[src/rtl/sbw_pkg.sv]
package sbw_pkg;
  typedef enum logic [1:0] {
    CMD_IDLE  = 2'd0,
    CMD_READ  = 2'd1,
    CMD_WRITE = 2'd2
  } sbw_cmd_e;
endpackage

[src/rtl/sbw_decode.sv]
module sbw_decode
  import sbw_pkg::*;
#(
  parameter int LANES = 4
) (
  input  logic             sel_i,
  input  logic [LANES-1:0] lane_we_ni,
  input  logic             bw_ni,
  input  logic             gw_ni,
  output sbw_cmd_e         cmd_o,
  output logic [LANES-1:0] mask_o
);
  logic any_lane;

  always_comb begin
    any_lane = ~&lane_we_ni;
    mask_o   = '0;
    cmd_o    = CMD_IDLE;
    if (sel_i) begin
      if (!gw_ni) begin
        // global strobe overrides lane controls
        mask_o = '1;
        cmd_o  = CMD_WRITE;
      end else if (!bw_ni && any_lane) begin
        mask_o = ~lane_we_ni;
        cmd_o  = CMD_WRITE;
      end else begin
        cmd_o  = CMD_READ;
      end
    end
  end
endmodule

[src/rtl/sbw_lane_bank.sv]
module sbw_lane_bank #(
  parameter int AW = 4,
  parameter int LW = 9
) (
  input  logic          clk_i,
  input  logic          we_i,
  input  logic [AW-1:0] waddr_i,
  input  logic [LW-1:0] wd_i,
  input  logic [AW-1:0] raddr_i,
  output logic [LW-1:0] rd_o
);
  localparam int DEPTH = 1 << AW;

  logic [LW-1:0] mem_q [DEPTH];

  always_ff @(posedge clk_i) begin
    if (we_i) begin
      mem_q[waddr_i] <= wd_i;
    end
  end

  assign rd_o = mem_q[raddr_i];
endmodule

[src/rtl/sbw_read_pipe.sv]
module sbw_read_pipe #(
  parameter int AW = 4,
  parameter int DW = 36
) (
  input  logic          clk_i,
  input  logic          rst_ni,
  input  logic          adv_i,
  input  logic          rd_req_i,
  input  logic [AW-1:0] addr_i,
  input  logic [DW-1:0] mem_q_i,
  input  logic          pipe_mode_i,
  output logic [AW-1:0] s1_addr_o,
  output logic [DW-1:0] q_o,
  output logic          vld_o
);
  logic          s1_v_q, s1_v_d;
  logic [AW-1:0] s1_a_q, s1_a_d;
  logic          s2_v_q, s2_v_d;
  logic [DW-1:0] s2_d_q, s2_d_d;

  always_comb begin
    s1_v_d = s1_v_q;
    s1_a_d = s1_a_q;
    s2_v_d = s2_v_q;
    s2_d_d = s2_d_q;
    if (adv_i) begin
      s1_v_d = rd_req_i;
      s1_a_d = addr_i;
      s2_v_d = s1_v_q;
      s2_d_d = mem_q_i;
    end
  end

  always_ff @(posedge clk_i or negedge rst_ni) begin
    if (!rst_ni) begin
      s1_v_q <= 1'b0;
      s2_v_q <= 1'b0;
    end else begin
      s1_v_q <= s1_v_d;
      s2_v_q <= s2_v_d;
    end
  end

  always_ff @(posedge clk_i) begin
    s1_a_q <= s1_a_d;
    s2_d_q <= s2_d_d;
  end

  assign s1_addr_o = s1_a_q;
  assign q_o       = pipe_mode_i ? s2_d_q : mem_q_i;
  assign vld_o     = pipe_mode_i ? s2_v_q : s1_v_q;
endmodule

[src/rtl/sbw_ram_path.sv]
module sbw_ram_path
  import sbw_pkg::*;
#(
  parameter int AW    = 4,
  parameter int LANES = 4,
  parameter int LW    = 9
) (
  input  logic                clk_i,
  input  logic                rst_ni,
  input  logic                sel_i,
  input  logic [AW-1:0]       addr_i,
  input  logic [LANES*LW-1:0] wdata_i,
  input  logic [LANES-1:0]    lane_we_ni,
  input  logic                bw_ni,
  input  logic                gw_ni,
  input  logic                pipe_mode_i,
  input  logic                oe_ni,
  input  logic                sleep_i,
  output logic [LANES*LW-1:0] rdata_o,
  output logic                drive_o
);
  localparam int DW = LANES * LW;

  logic          rst_meta_q, rst_sync_q;
  sbw_cmd_e      cmd;
  logic [LANES-1:0] mask;
  logic          adv;
  logic          wr_go;
  logic [AW-1:0] s1_addr;
  logic [DW-1:0] mem_q;
  logic          vld;

  always_ff @(posedge clk_i or negedge rst_ni) begin
    if (!rst_ni) begin
      rst_meta_q <= 1'b0;
      rst_sync_q <= 1'b0;
    end else begin
      rst_meta_q <= 1'b1;
      rst_sync_q <= rst_meta_q;
    end
  end

  sbw_decode #(.LANES(LANES)) u_decode (
    .sel_i      (sel_i),
    .lane_we_ni (lane_we_ni),
    .bw_ni      (bw_ni),
    .gw_ni      (gw_ni),
    .cmd_o      (cmd),
    .mask_o     (mask)
  );

  assign adv   = !sleep_i;
  assign wr_go = adv && (cmd == CMD_WRITE);

  for (genvar g = 0; g < LANES; g++) begin : g_lane
    sbw_lane_bank #(.AW(AW), .LW(LW)) u_bank (
      .clk_i   (clk_i),
      .we_i    (wr_go && mask[g]),
      .waddr_i (addr_i),
      .wd_i    (wdata_i[g*LW +: LW]),
      .raddr_i (s1_addr),
      .rd_o    (mem_q[g*LW +: LW])
    );
  end

  sbw_read_pipe #(.AW(AW), .DW(DW)) u_pipe (
    .clk_i       (clk_i),
    .rst_ni      (rst_sync_q),
    .adv_i       (adv),
    .rd_req_i    (cmd == CMD_READ),
    .addr_i      (addr_i),
    .mem_q_i     (mem_q),
    .pipe_mode_i (pipe_mode_i),
    .s1_addr_o   (s1_addr),
    .q_o         (rdata_o),
    .vld_o       (vld)
  );

  assign drive_o = !oe_ni && !sleep_i && vld && (cmd != CMD_WRITE);
endmodule

[config.mk]
export PLATFORM = sky130hd
export DESIGN_NAME = sbw_ram_path
export DESIGN_NICKNAME = d
export VERILOG_FILES = /design/src/rtl/sbw_pkg.sv /design/src/rtl/sbw_decode.sv /design/src/rtl/sbw_lane_bank.sv /design/src/rtl/sbw_read_pipe.sv /design/src/rtl/sbw_ram_path.sv
export SDC_FILE = /design/constraint.sdc
export NUM_CORES = 1
export LEC_CHECK = 0
export ABC_AREA = 1
export BUFFER_PORTS_ARGS = -buffer_cell sky130_fd_sc_hd__buf_2
export CELL_PAD_IN_SITES_DETAIL_PLACEMENT = 1
export CELL_PAD_IN_SITES_GLOBAL_PLACEMENT = 2
export CORE_ASPECT_RATIO = 1.5
export CORE_MARGIN = 2
export CORE_UTILIZATION = 36
export DETAILED_ROUTE_END_ITERATION = 8
export GPL_ROUTABILITY_DRIVEN = 0
export HOLD_SLACK_MARGIN = 0.03
export PLACE_DENSITY_LB_ADDON = 0.12
export SKIP_CTS_REPAIR_TIMING = 1
export SLEW_MARGIN = 30
export SYNTH_ARGS = -nofsm -noshare
export SYNTH_HDL_FRONTEND = slang
export SYNTH_SLANG_ARGS = --single-unit
[constraint.sdc]
create_clock -name clk_i -period 2.4 [get_ports clk_i]
set_input_delay 0.24 -clock clk_i [delete_from_list [all_inputs] [get_ports clk_i]]
set_output_delay 0.24 -clock clk_i [all_outputs]
set_load 0.02 [all_outputs]
Word-level counts from Yosys, hierarchy flattened
Memories as Yosys holds them, arrays and structs flattened. A register that Yosys moved wholly into a read port is not among the register bits.
Cells that the tools add are included.

storage, ports and cells
  bits in registers = 44
  bits in latches = 0
  RAM bits = 576
  memory bits (read-only) = 0
  input port bits = 52
  output and inout bits = 37
  memories kept = 4

operators by class
  $add $sub $neg = 0
  multiply operators = 0
  div/mod/pow operators = 0
  $lt $le $gt $ge = 0
  eq/ne operators = 3
  shifts and indexed selects = 0
  muxes and demuxes = 20
  bitwise operators = 1
  reductions and logical operators = 14

memory list
  memory                  words  width  rd ports  clocked after memory_dff  write ports  RTL line             RTL
  g_lane[0].u_bank.mem_q  16     9      1         1                         1            sbw_lane_bank.sv:14  logic [LW-1:0] mem_q [DEPTH];
  g_lane[1].u_bank.mem_q  16     9      1         1                         1            sbw_lane_bank.sv:14
  g_lane[2].u_bank.mem_q  16     9      1         1                         1            sbw_lane_bank.sv:14
  g_lane[3].u_bank.mem_q  16     9      1         1                         1            sbw_lane_bank.sv:14

operators with widths
  operator              number
  $mux W36              1
  $mux W4               7
  $logic_and A1 B1 Y1   9
  $mux W1               9
  $mux W2               3
  $logic_not A1 Y1      4
  $not A4 Y4            1
  $reduce_and A4 Y1     1
  $eq A2 B1 Y1 const B  1
  $eq A2 B2 Y1 const B  1
  $ne A2 B2 Y1 const B  1

Depth between registers and ports, before layout
  depth after elaboration = 11
  depth in mapped cells = 12

By module
A second synthesis with hierarchy kept.

second synthesis, totals
  cell total of the unflattened synthesis = 2,633
  area, all modules = 27,263.6 um^2

by module, submodules not included
  module         instances  cells each  area an instance (um^2)
  sbw_lane_bank  4          606         6,322.3
  sbw_read_pipe  1          168         1,765.4
  sbw_ram_path   1          20          123.9
  sbw_decode     1          21          85.1

Least setup slack after synthesis
OpenSTA, ideal clock, no wires.

  path kind = input to register
  start = input port lane_we_ni[1]
  end = memory g_lane[0].u_bank.mem_q[10][0], enable pin
  library setup time = 0.374 ns
  data arrival time = 1.415 ns
  path slack = 0.611 ns
  stages on the path = 6
  path through = o21ai_1 > or2_1 > buf_2 > nand3_2 > buf_2 > nor2_1

on the way
  longest elaborated chain between the ends = 11

RTL lines
  item                               RTL line             RTL
  from (decl)                        sbw_ram_path.sv:13   input logic [LANES-1:0] lane_we_ni,
  $reduce_and A4 Y1 (*)              sbw_decode.sv:16     any_lane = ~&lane_we_ni;
  $logic_not A1 Y1 (*)               sbw_decode.sv:16
  $logic_and A1 B1 Y1 (*)            sbw_decode.sv:24     end else if (!bw_ni && any_lane) begin
  $mux W2                            sbw_decode.sv:24
  $mux W2                            sbw_decode.sv:20     if (!gw_ni) begin
  $mux W2                            sbw_decode.sv:19     if (sel_i) begin
  $eq A2 B2 Y1                       sbw_ram_path.sv:53   assign wr_go = adv && (cmd == CMD_WRITE);
  $logic_and A1 B1 Y1                sbw_ram_path.sv:53
  $logic_and A1 B1 Y1 (*)            sbw_ram_path.sv:58   .we_i (wr_go && mask[g]),
  $mux W1 (*)                        sbw_lane_bank.sv:17  if (we_i) begin
  $mux W1 (implied by the code) (*)  sbw_lane_bank.sv:18  mem_q[waddr_i] <= wd_i;
  to (decl)                          sbw_lane_bank.sv:14

Mark *: on every way between the ends. The rest lies on a longest branch, timed or not.

==> key figures <==
Critical path
  – CP endpoint kind: output pin
  – Most Frequent Cell on Critical Path: nand2_1
  – Kind of critical path: reg2out
  – Crit path DAT: 2.29 ns
  – R2r setup slk: roughly 0.67 ns
  – Critical Path RT: ~2.2 ns
  – Crit path buf inv count: 4
  – Critical path fanouts, max: 20
  – CP cell instances: buf_12 -> inv_16 -> buf_12 -> nand2_1 -> nand2_1 -> nand2_1 -> nand3_1 -> nand3_1 -> nand2_1 -> nand2_1 -> nand2_1 -> buf_2
  – CP delay by family, top: buffers and inverters
  – Crit-path max cell delay: between 0.3 and 0.4 ns
  – Slowest stage cell, crit path: dfxtp_4
  – Worst setup SP type: register

Layout
  – Fraction of layout cells with a size suffix above 1: 14.6%
  – Most frequent cells in the layout: 865 x nand2_1, 616 x edfxtp_1, 442 x inv_1
  – Area delta synth->final: 20.8%
  – Commonest non-fill, non-tap cell in the layout: nand2_1
  – Diode count: 0
  – Final net count: between 2,000 and 3,000
  – Layout Cells excl Fill: ~3,900
  – Fillers: just over 8,000
  – Final Core Density: ~44%

Timing
  – Final worst slack: -0.134 ns
  – Hold Vio Cnt, Final: 0
  – RSZ-0062 raised after global routing: yes
  – Max Slew Vio Count: 0
  – Rel. slew slack: about three fifths
  – Final period utilization: 106%
  – WHS: 0.0298 ns
  – Worst Tran Pin Value: 0.610 ns
  – Fmax: roughly 390 MHz
  – Fin Setup TNS: -2.91 ns
  – Clock Skews: between 0.009 and 0.01 ns
  – Final setup fails: 36
  – Final min period: ~2.5 ns

Placement
  – Placed Cells: 3,683
  – DP HPWL: approximately 49,000 um
  – I/O Buffers: 88

Die
  – DIE AREA: ~77,000 sq um
  – Core Area: 74,600 sq um
  – Initial Util: 36.2%
  – IO Pins: roughly 90
  – Die width: between 200 and 250 um
  – Row cnt: ~120
  – Die height: roughly 340 um

Clocking
  – H-tree Lvls: 3
  – CTS tree: done
  – CTS buffer count: between 60 and 70
  – CTS root buf: clkbuf_16
  – Maximum buffer depth of the clock tree: 3
  – Clk Latency, worst-skew pair: between 0.6 and 0.7 ns
  – Reg clk slew, reported paths: 0.06 ns
  – CTS Sinks: roughly 620

Global route
  – Number of global-route vias before repair: slightly below 20,000
  – Initial antenna violation count: 2
  – Wire length of the first global-routing pass: ~120,000 um
  – GRT overflow: 0
  – Largest net degree at the start of global routing: approximately 100
  – Tot GR Track Use: a little over a fifth

Synthesis
  – Cell taking the most area after synthesis: edfxtp_1
  – Mapped cell area: approximately 27,000 sq um
  – Mapped Cells: around 2,600
  – Yosys warning total: 0
  – Syn Area/Cell: slightly above 10 sq um
  – Post-synthesis cell type count: 25
  – Yosys top cell area share: around 68%
  – Yosys reg bits: approximately 620
  – Register area share after synthesis: around 70%
  – Synth area leaders: edfxtp_1 68%, nand2_1 12%, nand3_1 8.0%, inv_1 6.2%, nor2_1 1.0%
  – Mapped Nets: around 2,700

Detailed routing
  – Drt first pass iters: 5
  – Via density: a little under 5
  – Vias after detailed routing: roughly 19,000
  – Antenna viol nets, final: 0
  – DRC errors left: 0
  – Wire length per cell: around 23 um
  – Final wirelength: a little under 90,000 um
  – Iter 0 DRT Violations: approximately 1,300

Pwr
  – Pwr dens: 783 nW/um^2
  – Leak pwr: between 10 and 15 nW
  – Overall power: around 26 mW
  – Peak supply drop: between 0.6 and 0.7 mV

Status
  – Failing checks: setup timing
  – Outcome: finished with violations

Worst hold path
  – Min-Delay Path Class: reg2async

Run
  – Max-cap violation count: 0
Yosys cell counts:
cell type and count:
o22ai_1 1, buf_2 41, nand3_1 432, buf_4 32
conb_1 1, edfxtp_1 616, o211ai_1 1, clkbuf_1 29
buf_6 12, clkinv_1 1, or2_1 1, a21oi_1 2
inv_4 1, inv_1 444, inv_6 1, buf_1 15
buf_8 1, nor2_1 72, inv_2 1, dfrtp_1 4
o21ai_0 6, dfxtp_1 4, nand2_1 891, nand3_2 4
o21ai_1 1
area by class of cell:
type / instances / area, sq um / area share, %
Timing Repair inverter: 2 / 36.3 / 0.111
Sequential cell: 624 / 18700 / 57.3
Clock buffer: 87 / 1880 / 5.76
Tap cell: 1000 / 1250 / 3.84
Inverter: 448 / 1740 / 5.32
Clock inverter: 29 / 258 / 0.790
Multi-Input combinational cell: 1412 / 6210 / 19.0
Timing Repair Buffer: 254 / 2560 / 7.85
routing by layer:
metal	global-route usage [%]	wire, um	share of wire, %	vias to the layer above
met1	25.6	37000	42	9637
met5	0	24	0.027	-
met4	5.47	1610	1.8	4
li1	-	-	-	8812
met2	38.1	46900	53	331
met3	3.12	3200	3.6	100
power by group:
group	switching (mW)	internal [mW]	leakage (nW)
sequential	0.0579	12.2	5.66
combinational	2.02	0.984	7.23
clock	4.26	6.03	1.04
registers in the layout, summed over array words and instances, names as in the netlist, named ones only:
name	flops
u_pipe.s1_addr_o	4
u_pipe.s1_v_q	1
rst_sync_q	1
g_lane.u_bank.mem_q	576
u_pipe.s2_v_q	1
rst_meta_q	1
u_pipe.s2_d_q	36
through the flow:
step / setup slack (ns) / instance area, sq um
2_1_floorplan: 0.611 / 27000
3_3_place_gp: 0.281 / 29000
3_5_place_dp: 0.261 / 29000
4_1_cts: -0.351 / 31200
5_1_grt: -0.254 / 32600
6_report: -0.134 / 32600
worst paths after layout:
check	start	depth (start not counted)	endpoint
setup / recovery	register	12	rdata_o[35]
hold / removal	rst_sync_q$_DFF_PN0_	0	u_pipe.s2_v_q$_DFFE_PN0N_
setup reg to reg	register	11	u_pipe.s2_d_q[18]$_DFFE_PN_
hold reg to reg	rst_sync_q$_DFF_PN0_	0	u_pipe.s2_v_q$_DFFE_PN0N_
max in group asynchronous	rst_ni	3	rst_sync_q$_DFF_PN0_
min in group clk_i	wdata_i[4]	1	g_lane[0].u_bank.mem_q[5][4]$_DFFE_PP_
logic make-up after synthesis:
logic type | Yosys count | synth area share, %
DFF | 624 | 69.1
other | 1 | 0.0139
buffers and inverters | 578 | 9.07
AOI/OAI and AO/OA | 11 | 0.218
and+or+nand+nor | 1400 | 21.6
No activity file was read; power rests on OpenSTA's default activity.
